===== src/rtl/bparb_pkg.sv =====
package bparb_pkg;

  localparam int LVL_N = 4;
  localparam int LVL_W = $clog2(LVL_N);

  typedef enum logic [1:0] {
    ST_IDLE  = 2'd0,
    ST_GRANT = 2'd1,
    ST_OWNED = 2'd2
  } own_st_e;

  typedef struct packed {
    logic             hit;
    logic [LVL_W-1:0] lvl;
  } pick_t;

  // highest active index wins: later iterations override earlier ones
  function automatic pick_t pick_fixed(input logic [LVL_N-1:0] act);
    pick_t r;
    r = '0;
    for (int i = 0; i < LVL_N; i++) begin
      if (act[i]) begin
        r.hit = 1'b1;
        r.lvl = LVL_W'(i);
      end
    end
    return r;
  endfunction

  // first active index at or after start, wrapping; scan downward so the
  // smallest distance is assigned last
  function automatic pick_t pick_rotate(input logic [LVL_N-1:0] act,
                                        input logic [LVL_W-1:0] start);
    pick_t r;
    int    idx;
    r = '0;
    for (int k = LVL_N - 1; k >= 0; k--) begin
      idx = (int'(start) + k) % LVL_N;
      if (act[idx]) begin
        r.hit = 1'b1;
        r.lvl = LVL_W'(idx);
      end
    end
    return r;
  endfunction

  function automatic logic [LVL_W-1:0] after_lvl(input logic [LVL_W-1:0] l);
    return LVL_W'((int'(l) + 1) % LVL_N);
  endfunction

endpackage


===== src/rtl/bparb_level_pick.sv =====
module bparb_level_pick
  import bparb_pkg::*;
(
  input  logic [LVL_N-1:0] lvl_act_i,
  input  logic             mode_rr_i,
  input  logic [LVL_W-1:0] rr_start_i,
  output pick_t            pick_o
);

  pick_t fixed_res;
  pick_t rot_res;

  always_comb begin
    fixed_res = pick_fixed(lvl_act_i);
    rot_res   = pick_rotate(lvl_act_i, rr_start_i);
    pick_o    = mode_rr_i ? rot_res : fixed_res;
  end

endmodule


===== src/rtl/bparb_owner_fsm.sv =====
module bparb_owner_fsm
  import bparb_pkg::*;
(
  input  logic             clk,
  input  logic             rst_n,
  input  logic             mode_rr_i,
  input  logic [LVL_N-1:0] lvl_act_i,
  input  logic             busy_i,
  output logic [LVL_N-1:0] lvl_grant_o
);

  own_st_e          state_q;
  logic [LVL_W-1:0] cur_lvl_q;
  logic [LVL_W-1:0] rr_start_q;
  pick_t            pick;

  // named events for the checks below
  logic arb_fire;
  logic claim_seen;
  logic withdraw_seen;
  logic release_seen;

  bparb_level_pick u_pick (
    .lvl_act_i  (lvl_act_i),
    .mode_rr_i  (mode_rr_i),
    .rr_start_i (rr_start_q),
    .pick_o     (pick)
  );

  assign arb_fire      = (state_q == ST_IDLE)  && !busy_i && pick.hit;
  assign claim_seen    = (state_q == ST_GRANT) && busy_i;
  assign withdraw_seen = (state_q == ST_GRANT) && !busy_i && !lvl_act_i[cur_lvl_q];
  assign release_seen  = (state_q == ST_OWNED) && !busy_i;

  always_ff @(posedge clk or negedge rst_n) begin
    if (!rst_n) begin
      state_q    <= ST_IDLE;
      cur_lvl_q  <= '0;
      rr_start_q <= '0;
    end else begin
      unique case (state_q)
        ST_IDLE: begin
          if (arb_fire) begin
            state_q    <= ST_GRANT;
            cur_lvl_q  <= pick.lvl;
            rr_start_q <= after_lvl(pick.lvl);
          end
        end
        ST_GRANT: begin
          if (claim_seen)         state_q <= ST_OWNED;
          else if (withdraw_seen) state_q <= ST_IDLE;
        end
        ST_OWNED: begin
          if (release_seen) state_q <= ST_IDLE;
        end
        default: state_q <= ST_IDLE;
      endcase
    end
  end

  always_comb begin
    lvl_grant_o = '0;
    if (state_q == ST_GRANT) lvl_grant_o[cur_lvl_q] = 1'b1;
  end

  a_r6_no_grant_under_busy: assert property (@(posedge clk) disable iff (!rst_n)
    $rose(|lvl_grant_o) |-> !$past(busy_i));

  a_r7_grant_drops_after_claim: assert property (@(posedge clk) disable iff (!rst_n)
    ((|lvl_grant_o) && busy_i) |=> !(|lvl_grant_o));

  a_r10_single_level_grant: assert property (@(posedge clk) disable iff (!rst_n)
    $onehot0(lvl_grant_o));

  a_r2_fixed_top_level: assert property (@(posedge clk) disable iff (!rst_n)
    ($rose(|lvl_grant_o) && !$past(mode_rr_i)) |->
      (($past(lvl_act_i) & ~(lvl_grant_o | (lvl_grant_o - 1'b1))) == '0));

  a_r8_idle_cycle_after_release: assert property (@(posedge clk) disable iff (!rst_n)
    release_seen |=> !(|lvl_grant_o));

  a_r9_withdraw_clears: assert property (@(posedge clk) disable iff (!rst_n)
    ((|lvl_grant_o) && !busy_i && ((lvl_grant_o & lvl_act_i) == '0)) |=> !(|lvl_grant_o));

  a_r1_grant_follows_fire: assert property (@(posedge clk) disable iff (!rst_n)
    arb_fire |=> (|lvl_grant_o));

endmodule


===== src/rtl/bparb_daisy_chain.sv =====
module bparb_daisy_chain #(
  parameter int SLOTS = 3
) (
  input  logic             grant_in_i,
  input  logic [SLOTS-1:0] req_i,
  output logic [SLOTS-1:0] mod_grant_o,
  output logic             grant_out_o
);

  logic [SLOTS:0] pass;

  // slot 0 is nearest the arbiter; an idle slot hands the grant onward
  always_comb begin
    pass[0] = grant_in_i;
    for (int s = 0; s < SLOTS; s++) begin
      mod_grant_o[s] = pass[s] & req_i[s];
      pass[s+1]      = pass[s] & ~req_i[s];
    end
    grant_out_o = pass[SLOTS];
  end

endmodule


===== src/rtl/backplane_arbiter.sv =====
module backplane_arbiter
  import bparb_pkg::*;
#(
  parameter int SLOTS_PER_LVL = 3
) (
  input  logic                             clk,
  input  logic                             rst_n,
  input  logic                             mode_rr_i,
  input  logic [LVL_N*SLOTS_PER_LVL-1:0]   mod_req_n_i,
  input  logic                             busy_n_i,
  output logic [LVL_N-1:0]                 lvl_grant_o,
  output logic [LVL_N*SLOTS_PER_LVL-1:0]   mod_grant_o,
  output logic [LVL_N-1:0]                 chain_end_o
);

  localparam int MOD_N = LVL_N * SLOTS_PER_LVL;

  logic [MOD_N-1:0] mod_req;
  logic [LVL_N-1:0] lvl_act;
  logic             busy;
  logic [LVL_N-1:0] lvl_grant;

  assign mod_req = ~mod_req_n_i;
  assign busy    = ~busy_n_i;

  bparb_owner_fsm u_fsm (
    .clk         (clk),
    .rst_n       (rst_n),
    .mode_rr_i   (mode_rr_i),
    .lvl_act_i   (lvl_act),
    .busy_i      (busy),
    .lvl_grant_o (lvl_grant)
  );

  assign lvl_grant_o = lvl_grant;

  for (genvar l = 0; l < LVL_N; l++) begin : g_lvl
    assign lvl_act[l] = |mod_req[l*SLOTS_PER_LVL +: SLOTS_PER_LVL];

    bparb_daisy_chain #(.SLOTS(SLOTS_PER_LVL)) u_chain (
      .grant_in_i  (lvl_grant[l]),
      .req_i       (mod_req[l*SLOTS_PER_LVL +: SLOTS_PER_LVL]),
      .mod_grant_o (mod_grant_o[l*SLOTS_PER_LVL +: SLOTS_PER_LVL]),
      .grant_out_o (chain_end_o[l])
    );

    a_r5_chain_single_taker: assert property (@(posedge clk) disable iff (!rst_n)
      $onehot0(mod_grant_o[l*SLOTS_PER_LVL +: SLOTS_PER_LVL]));

    a_r5_end_only_when_idle: assert property (@(posedge clk) disable iff (!rst_n)
      chain_end_o[l] |-> !lvl_act[l]);
  end

  a_r10_single_module_grant: assert property (@(posedge clk) disable iff (!rst_n)
    $onehot0(mod_grant_o));

  a_r5_taker_requests: assert property (@(posedge clk) disable iff (!rst_n)
    (mod_grant_o & mod_req_n_i) == '0);

endmodule


===== config.mk =====
export PLATFORM = sky130hd
export DESIGN_NAME = backplane_arbiter
export DESIGN_NICKNAME = d
export VERILOG_FILES = /design/src/rtl/bparb_pkg.sv /design/src/rtl/bparb_level_pick.sv /design/src/rtl/bparb_owner_fsm.sv /design/src/rtl/bparb_daisy_chain.sv /design/src/rtl/backplane_arbiter.sv
export SDC_FILE = /design/constraint.sdc
export NUM_CORES = 1
export LEC_CHECK = 0
export ABC_AREA = 1
export BUFFER_PORTS_ARGS = -buffer_cell sky130_fd_sc_hd__buf_2
export CAP_MARGIN = 5
export CORE_UTILIZATION = 49
export DETAILED_ROUTE_END_ITERATION = 16
export GPL_TIMING_DRIVEN = 0
export HOLD_SLACK_MARGIN = 0.05
export PLACE_DENSITY_LB_ADDON = 0.1
export SYNTH_ARGS = -nofsm -noshare
export SYNTH_HDL_FRONTEND = slang
export SYNTH_SLANG_ARGS = --single-unit

===== constraint.sdc =====
create_clock -name clk -period 2.86 [get_ports clk]
set_input_delay 0 -clock clk [delete_from_list [all_inputs] [get_ports clk]]
set_output_delay 0 -clock clk [all_outputs]
set_load 0.05 [all_outputs]

==> results.md <==
* Worst-margin pin slew at 0.336 ns
* Unrepaired setup endpoints after global routing: no
* Clk_lat worst skew at around 0.24 ns
* Setup crit start kind: register
* Final Non-Filler Cells at 177
* Post-synth EDFFs at 0
* Largest net degree at the start of global routing at 9
* Drt pass-1 iters at 4
* Area added between synthesis and finish at 31.0%
* Share of layout cells above drive strength 1 at between 40% and 50%
* Dominant cells by area after synthesis: dfrtp_1 20%, nand2_1 12%, nor2_1 8.4%, nand3_2 7.9%, buf_4 7.9%
* WL per Instance at slightly above 10 um
* Cell Rows at 13
* Fin crit share at between 60% and 70%
* Leak at between 0.5 and 0.6 nW
* Number of global-route vias before repair at approximately 760
* Final Hold Vio Count at 0
* Postcts setup bufs at 0
* Synthesized area per cell at roughly 6.3 um2
* Largest fanout on the critical path at 5
* Fillcell total at 120
* Clock transition at path regs at 0.04 ns
* Cell Pwr Density at approximately 830 nW/um2
* CP startpoint: u_fsm.state_q[1]
* DRC viols at 0
* Minimum period implied by the final worst setup slack at 1.75 ns
* Initial Util at a little under three fifths
* Post-synthesis sequential area ratio at between 10% and 20%
* Final RePlAce weighted congestion at 0.833
* Critical path, cell by cell: nor2_1, inv_1, nor3_1, nand2_1, nor3b_1, buf_2
* Post-synth ARST share at between 90% and 100%
* Crit. End Element: primary output
* Bufs on Longest Clock Path at 2
* Slew headroom at approximately 77%
* CTS tree: yes
* Vias per cell at a little over 5
* Critical path type: register to primary output
* Max cap viols at 0
* Root Driver: clkbuf_4
* Final net count at 180
* Final setup vio count at 0
* Multi-input gate area at approximately 470 um2
* Final Cell Area at between 900 and 1000 um2
* Mapped Nets at 138
* Core box area at ~1400 um2
* Number of clock sinks at 6
* Status: complete, no violations
* Cell Area, Synth at around 760 um2
* Grt total ovfl at 0
* Routed WL at 1780 um
* Die Height at around 41 um
* TNS Setup at 0 ns
* Reg2Reg Depth at 13
* Clk_skew at roughly 0.0034 ns
* Final HPWL DP at 1490 um
* Storage cell area at between 150 and 200 um2
* Pins over their slew limit at 0
* Area after DPL at between 900 and 1000 um2
* Netlist cell types at 23
* Synth top area share at around a fifth
* Via count at 890
* Boundary Pins at 36
* Tightest Hold Check Type: input port to asynchronous set/reset pin
* CP peak stage delay at between 0.3 and 0.4 ns
* GRT Total Usage at a little over a fifth
* CTS buffer count at 3
* Top_reg_cell synth: dfrtp_1
* Die Area at 1720 um2
* DRT iter0 DRCs at 27
* WP data arrival at 1.75 ns
* Post-DRT Antenna Nets at 0
* Die Wd at just over 40 um
* Initial antenna violation count at 0
* First-pass GRT wire length at between 3000 and 4000 um
* PortBufs at 35
* Placed cells at between 150 and 200
* Most frequent cell after synthesis: nand2_1
* Slowest stage cell, crit path: dfrtp_1
* Synthesized instance count at between 100 and 150
* Ant diodes at 0
* Synth top cells by count: 24 x nand2_1, 17 x nor2_1, 11 x inv_1, 11 x nand3_1, 9 x nand2_2
* Max H-tree Level at 1
* Peak supply drop at approximately 0.52 mV
* Synth area leader: dfrtp_1
* RR Startpoint: u_fsm.rr_start_q[0]
* Achievable clock frequency at 0.572 GHz
* Critical path required time at about 2.9 ns
* Synth warn at 0
* FF+latch count, synth at 6
-- through the flow --
stage / total power (W) / utilization (%) / worst slack, ns / hold WS (ns)
floorplan: 0.000644 / - / 0.784 / -0.296
global placement: 0.000742 / 70.1 / 1.38 / -0.179
detailed placement: 0.000756 / 70.1 / 1.36 / -0.176
CTS: 0.000835 / 73.2 / 1.09 / 0.101
global route: 0.000909 / 73.2 / 0.902 / 0.138
finish: 0.000828 / 73.2 / 1.11 / 0.109
-- what timing repair did --
| action | CTS | global route |
|---|---|---|
| hold endpoints to repair | 8 | 0 |
| hold buffers | 2 | 0 |
| resized for setup | 0 | 0 |
| endpoints found under the setup margin | 0 | 0 |
-- routing by layer --
metal | GRT usage (%) | up-vias | share of wire, %
met5 | 0 | - | 0
met4 | 7.74 | 0 | 0
met3 | 3.04 | 0 | 4.3
met2 | 36.6 | 24 | 51
met1 | 28.6 | 398 | 45
li1 | - | 468 | -
-- state kept, by name, indices dropped and copies added, names as in the netlist --
name              flops
u_fsm.cur_lvl_q       2
u_fsm.rr_start_q      2
u_fsm.state_q         2
-- where the power goes --
group	switching (W)	internal [W]
registers	0.0000325	0.000125
clock network	0.0000260	0.0000472
logic	0.000396	0.000202
total	0.000454	0.000374
-- cell families after synthesis --
| kind of cell | count (synthesis) | share of synthesized area [%] |
|---|---|---|
| simple gates | 80 | 54.6 |
| buf+inv | 27 | 18.9 |
| compound gates | 9 | 6.89 |
| flops | 6 | 19.7 |
-- critical path: cells and delay by family, from the launching register on --
family	cells	cell delay, ns
buf+inv	2	0.41
simple gates	4	0.73
flops	1	0.38
-- cell usage in the layout (no fill, tap or decap), drive strengths merged --
| cell type | n |
|---|---|
| a31oi | 1 |
| inv | 17 |
| nand2 | 33 |
| a21oi | 2 |
| nor3 | 4 |
| nand4 | 5 |
| dlygate4sd3 | 2 |
| nor2 | 18 |
| o21a | 1 |
| clkbuf | 3 |
| buf | 44 |
| dfrtp | 6 |
| nand3 | 17 |
| o22ai | 1 |
| o21ai | 3 |
| nor3b | 3 |
| o31ai | 1 |
| clkinv | 1 |
-- path summary, 6_finish.rpt --
kind	endpoint	slack (ns)
min reg2reg	u_fsm.state_q[1]	0.53
max	mod_grant_o[11]	1.11
min	u_fsm.rr_start_q[1]	0.11
min in group clk	u_fsm.rr_start_q[1]	0.14
max in group asynchronous	u_fsm.state_q[1]	2.61
max reg2reg	u_fsm.rr_start_q[1]	1.38
-- final cells by class --
type | count | area share [%]
plain buffers | 9 | 7.13
clock buffers | 3 | 2.25
repair buffers | 37 | 19.5
well taps | 15 | 1.88
flip-flops and latches | 6 | 15.0
inverters | 18 | 7.26
multi-input cells | 89 | 46.9
Power figures use the tool's default switching activity.
